### config.mk
export PLATFORM = sky130hd
export DESIGN_NAME = bus_req_stage
export DESIGN_NICKNAME = d
export VERILOG_FILES = /design/src/rtl/bus_stage_pkg.sv /design/src/rtl/bsr_issue.sv /design/src/rtl/bsr_delay.sv /design/src/rtl/bsr_capture.sv /design/src/rtl/bus_req_stage.sv
export SDC_FILE = /design/constraint.sdc
export NUM_CORES = 1
export LEC_CHECK = 0
export ABC_CLOCK_PERIOD_IN_PS = 3900
export BUFFER_PORTS_ARGS = -buffer_cell sky130_fd_sc_hd__buf_2
export CORE_MARGIN = 5
export CORE_UTILIZATION = 48
export CTS_BUF_LIST = sky130_fd_sc_hd__clkbuf_2 sky130_fd_sc_hd__clkbuf_4 sky130_fd_sc_hd__clkbuf_8
export CTS_CLUSTER_SIZE = 30
export DETAILED_ROUTE_END_ITERATION = 10
export GPL_ROUTABILITY_DRIVEN = 1
export GPL_TIMING_DRIVEN = 0
export PLACE_DENSITY = 0.87
export RECOVER_POWER = 50
export SLEW_MARGIN = 25
export SYNTH_ARGS = -nofsm -noshare
export SYNTH_HDL_FRONTEND = slang
export SYNTH_SLANG_ARGS = --single-unit
### constraint.sdc
create_clock -name clk -period 3.9 [get_ports clk]
set_input_delay 0.78 -clock clk [delete_from_list [all_inputs] [get_ports clk]]
set_output_delay 0.78 -clock clk [all_outputs]
set_load 0.02 [all_outputs]
### src/rtl/bus_stage_pkg.sv
package bus_stage_pkg;

   localparam int unsigned LAT_MIN = 1;
   localparam int unsigned LAT_MAX = 2;

   typedef enum logic [1:0] {
      OP_IDLE  = 2'd0,
      OP_WRITE = 2'd1,
      OP_READ  = 2'd2
   } bus_op_e;

endpackage

### src/rtl/bsr_issue.sv
module bsr_issue
   import bus_stage_pkg::*;
#(
   parameter int unsigned AW = 16,
   parameter int unsigned DW = 32
) (
   input  logic          clk,
   input  logic          rst,
   input  logic          host_wr,
   input  logic          host_rd,
   input  logic [AW-1:0] host_addr,
   input  logic [DW-1:0] host_wdata,
   input  logic          hold_off,
   output logic          core_we,
   output logic          core_re,
   output logic [AW-1:0] core_addr,
   output logic [DW-1:0] core_wdata,
   output logic          wr_done
);

   bus_op_e op_sel;

   // write has priority; everything is dropped while a read is in flight
   always_comb begin
      op_sel = OP_IDLE;
      if (!hold_off) begin
         if (host_wr)      op_sel = OP_WRITE;
         else if (host_rd) op_sel = OP_READ;
      end
   end

   always_ff @(posedge clk) begin
      if (rst) begin
         core_we    <= 1'b0;
         core_re    <= 1'b0;
         core_addr  <= '0;
         core_wdata <= '0;
         wr_done    <= 1'b0;
      end else begin
         core_we    <= (op_sel == OP_WRITE);
         core_re    <= (op_sel == OP_READ);
         core_wdata <= (op_sel == OP_WRITE) ? host_wdata : '0;
         wr_done    <= core_we;
         if (op_sel != OP_IDLE) core_addr <= host_addr;
      end
   end

endmodule

### src/rtl/bsr_delay.sv
module bsr_delay #(
   parameter int unsigned DEPTH = 1
) (
   input  logic clk,
   input  logic rst,
   input  logic pulse_in,
   output logic tap_out,
   output logic pending
);

   if (DEPTH == 1) begin : g_single
      logic stage_q;
      always_ff @(posedge clk) begin
         if (rst) stage_q <= 1'b0;
         else     stage_q <= pulse_in;
      end
      assign tap_out = stage_q;
      assign pending = stage_q;
   end else begin : g_chain
      logic [DEPTH-1:0] chain_q;
      always_ff @(posedge clk) begin
         if (rst) chain_q <= '0;
         else     chain_q <= {chain_q[DEPTH-2:0], pulse_in};
      end
      assign tap_out = chain_q[DEPTH-1];
      assign pending = |chain_q;
   end

endmodule

### src/rtl/bsr_capture.sv
module bsr_capture #(
   parameter int unsigned DW = 32
) (
   input  logic          clk,
   input  logic          rst,
   input  logic          sample,
   input  logic [DW-1:0] core_rdata,
   output logic [DW-1:0] host_rdata,
   output logic          rd_done
);

   always_ff @(posedge clk) begin
      if (rst) begin
         host_rdata <= '0;
         rd_done    <= 1'b0;
      end else begin
         rd_done <= sample;
         if (sample) host_rdata <= core_rdata;
      end
   end

endmodule

### src/rtl/bus_req_stage.sv
module bus_req_stage
   import bus_stage_pkg::*;
#(
   parameter int unsigned AW       = 16,
   parameter int unsigned DW       = 32,
   parameter int unsigned READ_LAT = 1
) (
   input  logic          clk,
   input  logic          rst,
   input  logic          host_wr,
   input  logic          host_rd,
   input  logic [AW-1:0] host_addr,
   input  logic [DW-1:0] host_wdata,
   output logic          busy,
   output logic [DW-1:0] host_rdata,
   output logic          rd_done,
   output logic          wr_done,
   output logic [AW-1:0] core_addr,
   output logic [DW-1:0] core_wdata,
   output logic          core_we,
   output logic          core_re,
   input  logic [DW-1:0] core_rdata
);

   if (READ_LAT < LAT_MIN || READ_LAT > LAT_MAX) begin : g_bad_lat
      $error("bus_req_stage: READ_LAT must be 1 or 2");
   end
   if (AW < 1 || DW < 1) begin : g_bad_width
      $error("bus_req_stage: AW and DW must be positive");
   end

   logic sample_now;
   logic dly_pending;

   bsr_issue #(.AW(AW), .DW(DW)) i_issue (
      .clk        (clk),
      .rst        (rst),
      .host_wr    (host_wr),
      .host_rd    (host_rd),
      .host_addr  (host_addr),
      .host_wdata (host_wdata),
      .hold_off   (busy),
      .core_we    (core_we),
      .core_re    (core_re),
      .core_addr  (core_addr),
      .core_wdata (core_wdata),
      .wr_done    (wr_done)
   );

   bsr_delay #(.DEPTH(READ_LAT)) i_delay (
      .clk      (clk),
      .rst      (rst),
      .pulse_in (core_re),
      .tap_out  (sample_now),
      .pending  (dly_pending)
   );

   bsr_capture #(.DW(DW)) i_capture (
      .clk        (clk),
      .rst        (rst),
      .sample     (sample_now),
      .core_rdata (core_rdata),
      .host_rdata (host_rdata),
      .rd_done    (rd_done)
   );

   assign busy = core_re | dly_pending;

endmodule

---- Word level (Yosys, flattened, before mapping) ----
Cells that the tools add are included.
cells by class
  equal/unequal tests ..................... 2
  mux-type cells .......................... 3
  bitwise gates (word level) .............. 2
  reductions and logical operators ........ 2
operators by type and width
  kind                                                             number
  2-bit 2-to-1 mux                                                 3
  2-bit by 1-bit == test with 1-bit output, second input constant  1
  2-bit == test, second input constant                             1
  2-bit nonzero test                                               1
  2-bit OR reduction                                               1
  1-bit inverter                                                   1
  1-bit bitwise OR                                                 1
word-level totals
  word-level logic and storage cells ...... 17
  output and inout port bits .............. 85
  input bits .............................. 84
  register bits ........................... 85

---- Logic depth before layout (Yosys ltp) ----
Gate-level depths: netlist of run 1.
  depth in word-level cells ............... 6
  mapped depth ............................ 6
  depth with buffers taken out ............ 3

---- Hierarchy ----
A second synthesis of run 1 with hierarchy kept.
unflattened totals
  cells, all modules ...................... 253
  area, all modules ....................... 2,914.0 sq um
by module, submodules not included
  module         area an instance (sq um)  sequential area each (sq um)  times used  cells an instance
  bsr_issue      1,664.1                   1,021.0                       1           143
  bsr_capture    1,202.4                   660.6                         1           106
  bsr_delay      41.3                      20.0                          1           3
  bus_req_stage  6.3                       0.0                           1           1

---- Worst setup path after synthesis of run 1 ----
Ideal clock, no wire load.
  kind .................................... reg2out
  from .................................... reg i_delay.g_single.stage_q, in the netlist i_delay.pending
  to ...................................... out busy
  data required time ...................... 3.120 ns
  data arrival time ....................... 0.816 ns
  path buffers ............................ 2
  path slack .............................. 2.304 ns
  stages on the path, launching flop included .. 4
  cell sequence ........................... dfxtp_1 buf_2 or2_1 buf_4
between the ends
  word-level cells in the longest chain between the ends .. 1
RTL lines
  element                   RTL line             source
  start: declaration        bsr_delay.sv:12      logic stage_q;
  start signal: assignment  bsr_delay.sv:15      else stage_q <= pulse_in;
  1-bit bitwise OR          bus_req_stage.sv:67  assign busy = core_re | dly_pending;
  end: declaration          bus_req_stage.sv:14  output logic busy,
Every way passes these cells.

---- Final worst setup path of run 1 ----
  from .................................... reg i_delay.g_single.stage_q, in the netlist i_delay.pending
  to ...................................... reg i_issue.core_addr[11]
between the ends
  word-level cells in the longest chain between the ends .. 3
RTL lines
  element                 RTL line             source
  1-bit bitwise OR        bus_req_stage.sv:67
  2-bit 2-to-1 mux        bsr_issue.sv:26      if (!hold_off) begin
  2-bit nonzero test      bsr_issue.sv:44      if (op_sel != OP_IDLE) core_addr <= host_addr;
  end signal: assignment  bsr_issue.sv:44
  end: declaration        bsr_issue.sv:16      output logic [AW-1:0] core_addr,
Every way passes these cells.
A chain may end at the register's enable or synchronous reset.

==> run metrics, run 1 <==
total power=1820 uW; core area=5850 sq um; layout cell share with drive strength beyond 1=30.0%; TritonCTS Sinks=85; Synth Instances=253; diode count=0; CP cell instances=clkbuf_1 -> or2_1 -> clkbuf_1 -> nor2_1 -> clkbuf_1 -> mux2i_1; grt ovf=0; Die Span X=87.2 microns; # setup viols final=0; I/O pins=169; clock skew=0.00481 ns; Rows=28; CTS Root Cell=clkbuf_8; area of the multi-input gates=1050 sq um; Syn Area/Cell=11.3 sq um; fmax=413 MHz; worst vdd ir=0.275 mV; critical-path maximum fanout=10; final WL=6760 microns; Tightest Pin Transition=0.729 ns; kind of critical path=reg2reg; combinational fraction of design power=10.7%; minimum setup slack after placement=1.89 ns; CTS Buf Count=9; number of fill cells in the layout=493; critical path required time=4.16 ns; number of remaining DRC errors=0; Starting Density=48.8%; sequential share of the synthesized area=59.5%; flops & latches, synth=85; Final nets=516; clk_lat worst skew=0.33 ns; drt pass-1 iters=4; Fin Setup TNS=0 ns; most frequent cells in the layout=buf_2, dfxtp_1, clkbuf_1; final setup margin=1.48 ns; H-tree depth=3; vias=2303; Clock transition at path regs=0.08 ns; WP depth=6; status=finished, final reports clean; cts-stage hold buffer count=0; sequential share of power=50.2%; Slowest cell on crit path=clkbuf_1; sw frac=22.5%; CP arrival=2.68 ns; Cell variety after synth=14; Worst Reg-to-Reg Cells=6; post-route cell area=3910 sq um; crit path to=i_issue.core_addr[11]$_SDFFE_PP0P_; Max Cap Viol=0; number of port buffers=168; Synth Warn #=0; Post-Syn Area=2860 sq um; min Tclk post-route=2.42 ns; Die Footprint=7600 sq um; CTS tree=done; Critical R2R Launch=i_delay.pending$_SDFF_PP0_; Hold Fails Final Rpt=0; clock buffer depth=2; post-cts resize count=0; gpl congestion=0.736; post-DR wirelength/cell=13.2 microns; area grow syn2layout=36.9%; crit path from=i_delay.pending$_SDFF_PP0_; largest net degree at the start of global routing=14; power density over cell area=466 nW/um^2; Net Sw Power=411 uW; crit-path most repeated cell=clkbuf_1; top cells by area, synth=dfxtp_1, mux2i_1, and2_1, nand2b_1, nor2_1; fin. max-slew vios=0; vias per inst=4.51; endpoint class of the critical path=flip-flop; Antenna Violating Nets Remaining=0; Top delay family on crit path=buffers and inverters; Clock Power Share=39.1%; Startpoint Class=flip-flop; worst min path class=reg2reg; Register Area=1700 sq um; setup repair bufs after CTS=0; reg2reg end=i_issue.core_addr[11]$_SDFFE_PP0P_; commonest non-fill, non-tap cell in the layout=buf_2; total track usage=17.8%; RSZ-0062 raised after global routing=false; vias in the first global route=2425; CP bufs+invs=3; Slew Limit Headroom=51.4%; initial antenna violation count=0; R2R setup slack=1.48 ns; leading area contributor after synthesis=dfxtp_1; Inst Count DP=496; P_int=1410 uW; Pleak=0.00178 uW; Post-Place Cell Area=3790 sq um; area share of the largest cell type after synthesis=59.5%; Finished Layout Cells=511; Final Cycle Share=62.1%; Die Height=87.2 microns; Initial DRC Count=31; DP Wirelength=5410 microns; Mapped Nets=337; global-route wire length before repair=10700 microns; CP peak stage delay=0.63 ns
## registers in the layout, summed over array words and instances, names as in the netlist
register              flops
i_capture.host_rdata     32
i_capture.rd_done         1
i_delay.pending           1
i_issue.core_addr        16
i_issue.core_re           1
i_issue.core_wdata       32
i_issue.core_we           1
i_issue.wr_done           1
## cell usage after synthesis, drive strengths merged
cell type	n
and2	32
mux2i	48
dfxtp	85
nor4b	1
or2	1
nand2b	32
nor3b	1
nor2b	3
nor2	34
clkbuf	4
buf	12
## final cells by class
type | count | share of cell area, %
Clock inverter | 5 | 2.56
Multi-Input combinational cell | 152 | 26.8
Timing Repair Buffer | 168 | 19.7
Tap cell | 75 | 2.40
Clock buffer | 10 | 3.36
Sequential cell | 85 | 43.5
Buffer | 16 | 1.69
## worst reg2reg max path, delay by kind of cell, from the launching register on
kind / cells / cell delay [ns]
buffers and inverters: 3 / 0.97
and+or+nand+nor: 2 / 0.83
DFF: 1 / 0.30
muxes: 1 / 0.26
## metal layers
| layer | routed length (microns) | track usage (%) |
|---|---|---|
| met1 | 2540 | 19.2 |
| met4 | 123 | 7.67 |
| met5 | 0 | 0 |
| met3 | 675 | 5.77 |
| met2 | 3410 | 31.8 |
## power groups by stage
stage / Sequential, uW / Combinational [uW] / Clock (uW)
5_1_grt: 922 / 214 / 774
3_5_place_dp: 937 / 210 / 0
6_report: 917 / 195 / 713
2_1_floorplan: 981 / 72.6 / 0
4_1_cts: 916 / 211 / 726
3_3_place_gp: 934 / 205 / 0
## metrics by stage
step / util, % / hold slack [ns]
2_1_floorplan: - / 0.546
3_3_place_gp: 64.8 / 0.455
3_5_place_dp: 64.8 / 0.461
4_1_cts: 68.8 / 0.477
5_1_grt: 66.9 / 0.495
6_report: 66.9 / 0.469
## how the worst min path moves through the flow
stage	start	endpoint	slack, ns	depth (start not counted)
final	i_issue.core_we$_SDFF_PP0_	i_issue.wr_done$_SDFF_PP0_	0.47	1
after global routing	i_issue.core_we$_SDFF_PP0_	i_issue.wr_done$_SDFF_PP0_	0.49	1
after CTS	i_issue.core_we$_SDFF_PP0_	i_issue.wr_done$_SDFF_PP0_	0.48	1
after detailed placement	i_issue.core_addr[5]$_SDFFE_PP0P_	i_issue.core_addr[5]$_SDFFE_PP0P_	0.46	2
after global placement	i_issue.core_addr[10]$_SDFFE_PP0P_	i_issue.core_addr[10]$_SDFFE_PP0P_	0.45	2
after floorplan	i_issue.core_addr[0]$_SDFFE_PP0P_	i_issue.core_addr[0]$_SDFFE_PP0P_	0.55	2
## cell families after synthesis
family                 share of synthesized area [%]
DFF                                             59.5
muxes                                           16.8
and+or+nand+nor                                 20.9
buffers and inverters                           2.76
Power figures use the tool's default switching activity.
==> run 2: changes to the inputs <==
- ABC_CLOCK_PERIOD_IN_PS: 3900 -> 2100
- CORE_UTILIZATION: 48 -> 40
- PLACE_DENSITY: 0.87 -> 0.77
- clock period: 3.9 -> 2.1 ns (I/O delays scaled with it)
==> run 2 against run 1 <==
Worst setup slack got worse by 1.2 ns. Clock power increased by 75%. Via count decreased by 0.52%. Critical path depth decreased by 2. Core utilization decreased by 9.3 points. First-iteration DRC count increased by 58%. Die area increased by 18%. Sequential share of layout area decreased by 0.44 points. Clock skew increased by 0.0041 ns. Critical path type is now reg2out. Largest cell class unchanged. Highest routed layer unchanged.
==> run metrics, run 2 (synthesis gave the netlist of run 1 again) <==
Clock transition at path regs=0.09 ns; endpoint class of the critical path=output pin; Pleak=0.00174 uW; post-route cell area=3950 sq um; commonest non-fill, non-tap cell in the layout=buf_2; Starting Density=41.6%; fin. max-slew vios=0; core area=6870 sq um; post-cts resize count=0; Final Cycle Share=85.3%; CTS Buf Count=9; met1 global-route usage=15.9%; final setup margin=0.310 ns; M3 GR Usage=6.22%; CP peak stage delay=0.30 ns; TritonCTS Sinks=85; biggest regs=i_capture.host_rdata: 32 flops, i_issue.core_wdata: 32 flops, i_issue.core_addr: 16 flops; Initial DRC Count=49; Die Height=94.5 microns; drt pass-1 iters=4; power density over cell area=842 nW/um^2; HP Start=host_wdata[24]; CTS Root Cell=clkbuf_8; crit path from=i_delay.pending$_SDFF_PP0_; Rows=30; fmax=559 MHz; Critical R2R Launch=i_delay.pending$_SDFF_PP0_; Final nets=516; diode count=0; Startpoint Class=flip-flop; cts-stage hold buffer count=0; initial antenna violation count=0; Hold Fails Final Rpt=0; vias=2291; Slew Limit Headroom=55.8%; gpl congestion=0.791; status=finished, final reports clean; layout cell share with drive strength beyond 1=28.4%; clock skew=0.00887 ns; vias per inst=4.30; number of fill cells in the layout=652; Tightest Pin Transition=0.663 ns; most frequent cells in the layout=buf_2, dfxtp_1, clkbuf_1; clock buffer depth=2; area grow syn2layout=38.3%; met2 Track Usage GR=25.7%; global-route wire length before repair=10400 microns; worst min path class=in2reg; kind of critical path=reg2out; final WL=6860 microns; Die Span X=94.5 microns; vias in the first global route=2318; post-DR wirelength/cell=12.9 microns; Post-Place Cell Area=3820 sq um; CTS tree=done; clk_lat worst skew=0.34 ns; CP cell instances=buf_2 -> or2_1 -> buf_4 -> buf_2; Die Footprint=8930 sq um; number of remaining DRC errors=0; number of port buffers=168; crit-path most repeated cell=buf_2; RSZ-0062 raised after global routing=false; Slowest cell on crit path=dfxtp_1; GR peak layer=met2; total track usage=14.9%; Fin Setup TNS=0 ns; worst vdd ir=0.525 mV; grt ovf=0; min Tclk post-route=1.79 ns; critical-path maximum fanout=7; I/O pins=169; largest net degree at the start of global routing=16; H-tree depth=3; minimum setup slack after placement=0.479 ns; CP arrival=1.37 ns; # setup viols final=0; DP Wirelength=5400 microns; setup repair bufs after CTS=0; Antenna Violating Nets Remaining=0; critical path required time=1.68 ns; Max Cap Viol=0
[run 2: changes by cell type in the layout (fill, tap and decap cells not counted), sizes merged]
cell      previous run  this run
buf                118       107
clkinv               2         0
bufinv               3         2
clkinvlp             0         4
clkbuf              76        86
inv                  0         1
[run 2: critical path: cells and delay by family, from the launching register on]
| family | cells | cell delay, ns |
|---|---|---|
| buf+inv | 3 | 0.50 |
| simple gates | 1 | 0.24 |
| flops | 1 | 0.30 |
[run 2: worst paths after layout]
path | to | depth (start not counted) | slack, ns
hold reg to reg | i_issue.wr_done$_SDFF_PP0_ | 1 | 0.46
hold / removal | i_issue.core_wdata[24]$_SDFF_PP0_ | 2 | 0.27
setup reg to reg | i_issue.core_addr[13]$_SDFFE_PP0P_ | 6 | 0.51
setup / recovery | busy | 4 | 0.31
[run 2: per-layer routing]
metal / up-vias / part of all wire (%)
met4: 0 / 1.9
met1: 1015 / 39
met5: - / 0
met2: 104 / 48
met3: 12 / 11
li1: 1160 / -
[run 2: area by class of cell]
cell class | instances | area [sq um] | area share (%)
plain buffers | 16 | 77.6 | 1.96
clock buffers | 9 | 124 | 3.13
clock inverters | 7 | 98.8 | 2.50
multi-input cells | 152 | 1080 | 27.3
flip-flops and latches | 85 | 1700 | 43.1
well taps | 96 | 120 | 3.04
repair buffers | 168 | 753 | 19.1
[run 2: through the flow]
step,hold WS (ns),instances,total power (uW),utilization (%)
3_5_place_dp,0.463,517,2130,55.6
2_1_floorplan,0.497,253,1960,-
6_report,0.271,533,3330,57.5
5_1_grt,0.247,533,3490,57.5
4_1_cts,0.253,533,3380,58.8
3_3_place_gp,0.447,517,2120,55.6
[run 2: power breakdown]
group          switching [uW]  internal (uW)  leakage, uW
combinational             210            159     0.000943
clock                     581            673    0.0000981
sequential               26.1           1680     0.000694
total                     817           2510      0.00174
